**src/rtl/sram_if_pkg.sv**
```systemverilog
package sram_if_pkg;

  // Kind of operation latched for the current operation cycle
  typedef enum logic [1:0] {
    OPK_IDLE  = 2'b00,
    OPK_READ  = 2'b01,
    OPK_WRITE = 2'b10
  } op_kind_e;

  function automatic logic kind_busy(input op_kind_e k);
    return k != OPK_IDLE;
  endfunction

endpackage

```
**src/rtl/sram_rst_sync.sv**
```systemverilog
module sram_rst_sync #(
  parameter int STAGES = 2
) (
  input  logic clk,
  input  logic arst_n,
  output logic srst_n
);
  logic [STAGES-1:0] chain_q;

  generate
    for (genvar i = 0; i < STAGES; i++) begin : g_stage
      always_ff @(posedge clk or negedge arst_n) begin
        if (!arst_n) chain_q[i] <= 1'b0;
        else if (i == 0) chain_q[i] <= 1'b1;
        else chain_q[i] <= chain_q[(i > 0) ? i-1 : 0];
      end
    end
  endgenerate

  assign srst_n = chain_q[STAGES-1];
endmodule

```
**src/rtl/sram_req_stage.sv**
```systemverilog
module sram_req_stage
  import sram_if_pkg::*;
#(
  parameter int AW = 8,
  parameter int DW = 8
) (
  input  logic          clk,
  input  logic          rst_n,
  input  logic          req_valid,
  input  logic          req_write,
  input  logic [AW-1:0] req_addr,
  input  logic [DW-1:0] req_wdata,
  output logic          req_ready,
  output op_kind_e      op_kind,
  output logic [AW-1:0] op_addr,
  output logic [DW-1:0] op_wdata
);
  op_kind_e      kind_d, kind_q;
  logic [AW-1:0] addr_d, addr_q;
  logic [DW-1:0] wdata_d, wdata_q;
  logic          accept;
  logic          load_en;

  // A request is taken only when no operation cycle is in progress
  assign accept  = req_valid && !kind_busy(kind_q);
  assign load_en = accept;

  always_comb begin
    kind_d  = OPK_IDLE;
    addr_d  = addr_q;
    wdata_d = wdata_q;
    if (accept) begin
      kind_d  = req_write ? OPK_WRITE : OPK_READ;
      addr_d  = req_addr;
      wdata_d = req_write ? req_wdata : wdata_q;
    end
  end

  always_ff @(posedge clk or negedge rst_n) begin
    if (!rst_n) begin
      kind_q <= OPK_IDLE;
    end else begin
      kind_q <= kind_d;
    end
  end

  // Address and data hold outside operations, so the address pins never float or wander
  always_ff @(posedge clk or negedge rst_n) begin
    if (!rst_n) begin
      addr_q  <= '0;
      wdata_q <= '0;
    end else if (load_en) begin
      addr_q  <= addr_d;
      wdata_q <= wdata_d;
    end
  end

  assign req_ready = !kind_busy(kind_q);
  assign op_kind   = kind_q;
  assign op_addr   = addr_q;
  assign op_wdata  = wdata_q;
endmodule

```
**src/rtl/sram_pin_gen.sv**
```systemverilog
module sram_pin_gen
  import sram_if_pkg::*;
(
  input  logic     clk,
  input  op_kind_e op_kind,
  output logic     ram_cs_n,
  output logic     ram_we_n,
  output logic     ram_oe_n,
  output logic     ram_wdrv_en
);
  logic low_phase;
  logic is_wr;
  logic is_rd;

  assign low_phase = !clk;
  assign is_wr     = (op_kind == OPK_WRITE);
  assign is_rd     = (op_kind == OPK_READ);

  // Level enables come straight from the registered operation: they settle in the high phase
  assign ram_we_n = !is_wr;
  assign ram_oe_n = !is_rd;

  // Strobes are qualified by the low clock phase only
  assign ram_cs_n    = !(kind_busy(op_kind) && low_phase);
  assign ram_wdrv_en = is_wr && low_phase;
endmodule

```
**src/rtl/sram_rd_capture.sv**
```systemverilog
module sram_rd_capture
  import sram_if_pkg::*;
#(
  parameter int DW = 8
) (
  input  logic          clk,
  input  logic          rst_n,
  input  op_kind_e      op_kind,
  input  logic [DW-1:0] bus_in,
  output logic          rd_ack,
  output logic [DW-1:0] rd_data
);
  logic          cap_en;
  logic          ack_d, ack_q;
  logic [DW-1:0] data_q;

  // The rising edge closing a read's select phase samples the bus
  assign cap_en = (op_kind == OPK_READ);
  assign ack_d  = cap_en;

  always_ff @(posedge clk or negedge rst_n) begin
    if (!rst_n) ack_q <= 1'b0;
    else        ack_q <= ack_d;
  end

  always_ff @(posedge clk or negedge rst_n) begin
    if (!rst_n)      data_q <= '0;
    else if (cap_en) data_q <= bus_in;
  end

  assign rd_ack  = ack_q;
  assign rd_data = data_q;
endmodule

```
**src/rtl/sram_phase_if.sv**
```systemverilog
module sram_phase_if
  import sram_if_pkg::*;
#(
  parameter int AW          = 8,
  parameter int DW          = 8,
  parameter int SYNC_STAGES = 2
) (
  input  logic          clk,
  input  logic          rst_n,
  input  logic          req_valid,
  input  logic          req_write,
  input  logic [AW-1:0] req_addr,
  input  logic [DW-1:0] req_wdata,
  output logic          req_ready,
  output logic          rd_ack,
  output logic [DW-1:0] rd_data,
  output logic          ram_cs_n,
  output logic          ram_we_n,
  output logic          ram_oe_n,
  output logic [AW-1:0] ram_addr,
  output logic [DW-1:0] ram_wdata,
  output logic          ram_wdrv_en,
  input  logic [DW-1:0] ram_rdata
);
  logic     srst_n;
  op_kind_e op_kind;

  sram_rst_sync #(.STAGES(SYNC_STAGES)) u_rst (
    .clk    (clk),
    .arst_n (rst_n),
    .srst_n (srst_n)
  );

  sram_req_stage #(.AW(AW), .DW(DW)) u_req (
    .clk       (clk),
    .rst_n     (srst_n),
    .req_valid (req_valid),
    .req_write (req_write),
    .req_addr  (req_addr),
    .req_wdata (req_wdata),
    .req_ready (req_ready),
    .op_kind   (op_kind),
    .op_addr   (ram_addr),
    .op_wdata  (ram_wdata)
  );

  sram_pin_gen u_pins (
    .clk         (clk),
    .op_kind     (op_kind),
    .ram_cs_n    (ram_cs_n),
    .ram_we_n    (ram_we_n),
    .ram_oe_n    (ram_oe_n),
    .ram_wdrv_en (ram_wdrv_en)
  );

  sram_rd_capture #(.DW(DW)) u_cap (
    .clk     (clk),
    .rst_n   (srst_n),
    .op_kind (op_kind),
    .bus_in  (ram_rdata),
    .rd_ack  (rd_ack),
    .rd_data (rd_data)
  );
endmodule

```
**config.mk**
```make
export PLATFORM = sky130hd
export DESIGN_NAME = sram_phase_if
export DESIGN_NICKNAME = d
export VERILOG_FILES = /design/src/rtl/sram_if_pkg.sv /design/src/rtl/sram_rst_sync.sv /design/src/rtl/sram_req_stage.sv /design/src/rtl/sram_pin_gen.sv /design/src/rtl/sram_rd_capture.sv /design/src/rtl/sram_phase_if.sv
export SDC_FILE = /design/constraint.sdc
export NUM_CORES = 1
export LEC_CHECK = 0
export ABC_AREA = 1
export BUFFER_PORTS_ARGS = -buffer_cell sky130_fd_sc_hd__buf_2
export CORE_MARGIN = 2
export CORE_UTILIZATION = 44
export CTS_CLUSTER_SIZE = 16
export DETAILED_ROUTE_END_ITERATION = 10
export PLACE_DENSITY = 0.76
export SYNTH_ARGS = -nofsm -noshare
export SYNTH_HDL_FRONTEND = slang
export SYNTH_SLANG_ARGS = --single-unit
```
**constraint.sdc**
```tcl
create_clock -name clk -period 1.15 [get_ports clk]
set_input_delay 0.0575 -clock clk [delete_from_list [all_inputs] [get_ports clk]]
set_output_delay 0.0575 -clock clk [all_outputs]
set_load 0.01 [all_outputs]
```
==> results of run 1 <==
## area by class of cell
type,instances,area [um2]
Clock buffer,15,98.8
Fill cell,156,487
Timing Repair Buffer,90,681
Sequential cell,29,726
Inverter,3,11.3
Tap cell,30,37.5
Multi-Input combinational cell,82,437
## registers in the layout, indices dropped and copies added (netlist names)
register and flops:
u_cap.rd_data 8, u_rst.srst_n 1, u_req.op_addr 8, u_rst.chain_q 1
u_req.op_kind 2, u_req.op_wdata 8, u_cap.rd_ack 1
## power breakdown
group / leakage (nW) / internal (mW) / total (mW) / switching [mW]
clock: 0.0626 / 0.460 / 0.891 / 0.431
combinational: 0.661 / 0.385 / 0.772 / 0.388
sequential: 0.359 / 1.18 / 1.29 / 0.102
## placed cells by master (no fill, tap or decap)
master                          instances
sky130_fd_sc_hd__clkbuf_4               9
sky130_fd_sc_hd__nor2_2                 1
sky130_fd_sc_hd__bufbuf_16              1
sky130_fd_sc_hd__dlygate4sd3_1         27
sky130_fd_sc_hd__clkbuf_16              1
sky130_fd_sc_hd__nand3_4                2
sky130_fd_sc_hd__inv_2                  3
sky130_fd_sc_hd__buf_2                 54
sky130_fd_sc_hd__nor2_4                 2
sky130_fd_sc_hd__or2_4                  2
sky130_fd_sc_hd__nand2_8                1
sky130_fd_sc_hd__buf_4                  4
sky130_fd_sc_hd__conb_1                 1
sky130_fd_sc_hd__nand4_1                8
sky130_fd_sc_hd__buf_12                 1
sky130_fd_sc_hd__nand2_2               11
sky130_fd_sc_hd__dfrtp_1               29
sky130_fd_sc_hd__buf_6                  3
sky130_fd_sc_hd__nand2_1               46
sky130_fd_sc_hd__buf_8                  1
sky130_fd_sc_hd__nand3_1                8
sky130_fd_sc_hd__clkbuf_1               4
## per-stage QoR
step	hold slack, ns	instances	utilization (%)	TNS, ns
CTS	0.0475	246	76.4	-3.47
detailed placement	-0.154	202	58.6	0
floorplan	-0.238	118	-	0
global placement	-0.157	202	58.6	0
global route	0.109	249	80.4	-4.96
finish	0.101	249	80.4	-3.95
## cells by family (layout without fill, tap and decap cells)
logic type	count (synthesis)	after routing	share of synthesized area, %
simple gates	80	81	31.7
buf+inv	8	108	4.39
other cells	1	1	0.329
flops	29	29	63.6
## path summary, 6_finish.rpt
path | depth (start not counted) | to | slack (ns)
worst min register to register | 1 | u_req.op_wdata[7] | 0.22
worst min-delay path | 3 | u_req.op_addr[5] | 0.10
max in group asynchronous | 3 | u_rst.srst_n | 0.56
worst max-delay path | 4 | ram_cs_n | -0.31
worst max register to register | 7 | u_req.op_wdata[5] | -0.21
min in group asynchronous | 1 | u_req.op_wdata[7] | 0.22
## layer usage
metal | up-vias | track usage (%) | wire [um]
met5 | - | 0 | 0
met4 | 0 | 13.0 | 108
met3 | 15 | 11.6 | 322
met2 | 79 | 44.4 | 1780
met1 | 582 | 26.8 | 1320
li1 | 577 | - | -
## worst max-delay path, stage by stage (launching register included)
cell and delay, ns:
sky130_fd_sc_hd__dfrtp_1 0.44, sky130_fd_sc_hd__nor2_4 0.06, sky130_fd_sc_hd__buf_12 0.12, sky130_fd_sc_hd__or2_4 0.23, sky130_fd_sc_hd__buf_6 0.12
## timing repair
item                                    4_1_cts  5_1_grt
pin swaps                                     2        2
hold buffers                                 27        0
setup buffers                                 3        1
gates cloned                                  1        2
hold endpoints to repair                     27        0
gates resized for setup                       9       16
endpoints found under the setup margin        7       25
==> flow_summary.yaml, run 1 <==
cells_and_area:
  area_delta_synth_final_pct: 74.5
  layout-drive-gt1-share_pct: 43.8
  post_route_cell_area_mm2: 0.00199
  nets: 245
  antenna_cells_inserted: 0
grt:
  grt_start_max_net_pins: 28
  global_route.usage.total_pct: 26.0
  vias_in_the_first_global_route: 1171
  grt_pass1_wl_um: 5110
  initial_antenna_violation_count: 0
  grt_remaining_overflow: 0
yosys:
  yosys_most_used_dff: "sky130_fd_sc_hd__dfrtp_1"
  synth.avg_cell_area_um2: 9.67
  synth_common_cells: "sky130_fd_sc_hd__nand2_1, sky130_fd_sc_hd__dfrtp_1, sky130_fd_sc_hd__nand3_1, sky130_fd_sc_hd__nand4_1, sky130_fd_sc_hd__buf_4"
  synth_cells: 118
  yosysTopAreaCellShare_pct: 63.6
  synth_area_leader_cell: "sky130_fd_sc_hd__dfrtp_1"
  synth_fp_nets: 146
  synth_async_sr_flop_share_pct: 100
  syn-cell-area_mm2: 0.00114
  synth_edf_count: 0
  synthDistinctLibCells: 16
  yosys_register_bits: 29
  synth_seq_area_share_pct: 63.6
  synth_top_cells_by_area: "sky130_fd_sc_hd__dfrtp_1, sky130_fd_sc_hd__nand2_1, sky130_fd_sc_hd__nand4_1"
  synth.most_common_cell: "sky130_fd_sc_hd__nand2_1"
  ys_warn_count: 0
timing:
  finClkSkew_ns: 0.0111
  number_of_endpoints_with_negative_hold_slack_in_the_final_report: 0
  fmax_ghz: 0.684
  maxSlewViolCount: 0
  fin_crit_period_ns: 1.46
  period_utilization_pct: 127
  layout_setup_ws_ns: -0.312
  setup-violations-final: 25
  rsz0062_at_grt: "yes"
place:
  finalWeightedCongestion: 0.807
  dp_hpwl_um: 1790
  placement.cell_area_mm2: 0.00145
  pre_cts_ws_ns: 0.0461
  placement.io_buffers: 57
power:
  power-per-cell-area_mw_per_mm2: 1480
  ir_worst_vdd_uv: 1190
  cellLeakagePower_nw: 1.08
  overall_power_consumption_mw: 2.95
run:
  drv.max_cap_violation_count: 0
floorplanning:
  floorplan.initialDensity_pct: 46.1
  design.portCount: 58
  design.core.area_mm2: 0.00248
  number_of_core_rows: 18
  overall_die_width_um: 54.9
  die_height_um: 54.9
  dieArea_mm2: 0.00302
setup_path:
  criticalPathCategory: "reg -> out"
  critical_path_peak_fanout: 3
  worstPathArrival_ns: 1.40
  worstReg2RegStart: "u_req.op_kind[1]"
  crit_path_start: "u_req.op_kind[0]"
  kind_of_start_point_of_the_critical_path: "flop"
  crit_required_ns: 1.09
  endpoint_kind: "output pin"
run_status:
  violations_in_the_final_reports: "negative setup slack"
  run_status: "complete, but fails checks"
route:
  route.vias.total: 1253
  routed_wirelength_um: 3530
  routed_wire_length_per_instance_um: 14.2
  postRouteAntennaNets: 0
  drc_errors: 0
  drtIter0Drc: 23
  viasPerCell: 5.03
  drt_first_pass_iters: 4
cts:
  cts.clk_slew.worst_paths_ns: 0.09
  cts_tree: "built"
  worst_skew_pair.late_latency_ns: 0.44
hold_path:
  min_from: "req_valid"
  hold_path_class: "in -> reg"
Note: power is estimated with default switching activity, not from simulation.
==> run 2, diff against run 1 <==
--- a/config.mk
+++ b/config.mk
@@ -7,11 +7,10 @@
 export LEC_CHECK = 0
 export ABC_AREA = 1
 export BUFFER_PORTS_ARGS = -buffer_cell sky130_fd_sc_hd__buf_2
-export CORE_MARGIN = 2
-export CORE_UTILIZATION = 44
-export CTS_CLUSTER_SIZE = 16
+export CORE_AREA = 2 2 63 65
 export DETAILED_ROUTE_END_ITERATION = 10
-export PLACE_DENSITY = 0.76
+export DIE_AREA = 0 0 65 67
+export PLACE_DENSITY_LB_ADDON = 0.15
 export SYNTH_ARGS = -nofsm -noshare
 export SYNTH_HDL_FRONTEND = slang
 export SYNTH_SLANG_ARGS = --single-unit
==> run 2 against run 1 <==
Effect of this change: die area up 44%; first-iteration DRC count down 17%; final cell count up 6.4%; routed wire length down 16%; largest power group unchanged; sequential cell count unchanged; the flow still finishes with violations (negative setup slack); sequential share of layout area up 0.32 points; worst setup slack better by 0.12 ns; register-to-register slack better by 0.14 ns.
==> flow_summary.yaml, run 2 (synthesized netlist as in run 1, its figures left out) <==
timing:
  fin_crit_period_ns: 1.34
  setup-violations-final: 17
  number_of_endpoints_with_negative_hold_slack_in_the_final_report: 0
  layout_setup_ws_ns: -0.189
  period_utilization_pct: 116
  hold_ws_ns: 0.147
  fmax_ghz: 0.747
  rsz0062_at_grt: "yes"
  maxSlewViolCount: 0
  tns_ns: -1.08
  finClkSkew_ns: 0.00787
power:
  power_switching_uw: 908
  ir_worst_vdd_uv: 868
  p_int_mw: 2.29
  clock_share_of_power_pct: 39.1
  overall_power_consumption_mw: 3.20
  power-per-cell-area_mw_per_mm2: 1620
  power.combinational.fraction_pct: 21.1
  cellLeakagePower_nw: 1.08
  power.sequential.fraction_pct: 39.8
  switch_share_pct: 28.4
cells_and_area:
  nets: 243
  antenna_cells_inserted: 0
  final_core_util_pct: 54.7
  layout_common_cells: "sky130_fd_sc_hd__nand2_1, sky130_fd_sc_hd__buf_2, sky130_fd_sc_hd__dfrtp_1, sky130_fd_sc_hd__dlygate4sd3_1, sky130_fd_sc_hd__clkbuf_8"
  final_cells: 265
  post_route_cell_area_mm2: 0.00197
  layout_commonest_cell: "sky130_fd_sc_hd__nand2_1"
  layout-drive-gt1-share_pct: 38.7
  area_delta_synth_final_pct: 72.9
  layout.filler_cells: 358
place:
  placement.io_buffers: 57
  dpl.cell_count: 222
  pre_cts_ws_ns: 0.0568
  dp_hpwl_um: 1870
  placement.cell_area_mm2: 0.00148
  finalWeightedCongestion: 0.749
route:
  route.vias.total: 1129
  drt_first_pass_iters: 4
  routed_wire_length_per_instance_um: 11.1
  routed_wirelength_um: 2950
  viasPerCell: 4.26
  drc_errors: 0
  drtIter0Drc: 19
  postRouteAntennaNets: 0
floorplanning:
  design.core.area_mm2: 0.00361
  number_of_core_rows: 22
  die_height_um: 67
  design.portCount: 58
  overall_die_width_um: 65
  floorplan.initialDensity_pct: 31.6
  dieArea_mm2: 0.00436
setup_path:
  worst-path-buf-inv: 2
  criticalPathCategory: "reg -> out"
  crit_required_ns: 1.09
  timing.critical_path.slowest_cell_delay_ns: 0.39
  cpLargestDelayFamily: "flip-flops"
  timing.critical_path.slowest_stage_cell: "sky130_fd_sc_hd__dfrtp_1"
  rr_worst_depth: 6
  endpoint_kind: "output pin"
  worstPathCellList: "nor2_2 -> buf_6 -> or2_4 -> buf_6"
  worstReg2RegStart: "u_req.op_kind[1]"
  critical_path.reg2reg.endpoint: "u_req.op_wdata[7]"
  r2r_slack_ns: -0.07
  crit_top_cell: "sky130_fd_sc_hd__buf_6"
  critical_path_peak_fanout: 3
  kind_of_start_point_of_the_critical_path: "flop"
  worstPathArrival_ns: 1.28
hold_path:
  hold_end: "u_req.op_addr[1]"
  hold_path_class: "in -> reg"
  min_path_cells: 3
  min_from: "req_valid"
grt:
  global_route.usage.total_pct: 16.1
  grt_remaining_overflow: 0
  grt_pass1_wl_um: 4950
  vias_in_the_first_global_route: 1169
  initial_antenna_violation_count: 0
  grt_start_max_net_pins: 28
run_status:
  violations_in_the_final_reports: "negative setup slack"
  run_status: "complete, but fails checks"
cts:
  cts_tree: "built"
  worst_skew_pair.late_latency_ns: 0.38
  cts.clk_slew.worst_paths_ns: 0.06
run:
  drv.max_cap_violation_count: 0
==> run 2: final cells by class <==
type	instances	area [um2]	area share, %
Clock buffer	13	148	7.48
Clock inverter	2	10.0	0.507
Inverter	3	11.3	0.571
Multi-Input combinational cell	81	387	19.6
Sequential cell	29	726	36.8
Tap cell	48	60.1	3.04
Timing Repair Buffer	89	632	32.0
==> run 2: power groups by stage <==
stage	logic [mW]	registers, mW	clock network, mW
detailed placement	0.569	1.29	0.0415
finish	0.676	1.27	1.25
CTS	0.687	1.27	1.28
global placement	0.556	1.28	0.0415
floorplan	0.210	1.38	0.0262
global route	0.756	1.29	1.37
==> run 2: per-layer routing <==
metal  up-vias  GRT usage (%)  wire [um]
li1        571              -          -
met3         2           9.80        251
met1       510           17.4       1300
met2        46           24.4       1390
met4         0           9.04         18
met5         -              0          0
==> run 2: how the worst max path moves through the flow <==
stage                startpoint                 to  cells after the start
2_1_floorplan  u_req.op_kind[0]  u_req.op_wdata[0]                      5
3_5_place_dp   u_req.op_kind[0]  u_req.op_wdata[7]                      5
5_1_grt        u_req.op_kind[1]        ram_wdrv_en                      4
6_report       u_req.op_kind[0]           ram_cs_n                      4
4_1_cts        u_req.op_kind[1]           ram_cs_n                      4
3_3_place_gp   u_req.op_kind[0]  u_req.op_wdata[0]                      5
==> run 2: worst min-delay path: stages <==
cell                      delay, ns
sky130_fd_sc_hd__buf_2         0.24
sky130_fd_sc_hd__nand3_1       0.14
sky130_fd_sc_hd__nand2_1       0.04
==> run 2: what timing repair did <==
item	CTS	global route
endpoints found under the hold margin	27	0
setup buffers	3	0
pin swaps	1	0
setup endpoints to repair	7	25
resized for setup	13	1
gates cloned	0	0
hold buffers	27	0
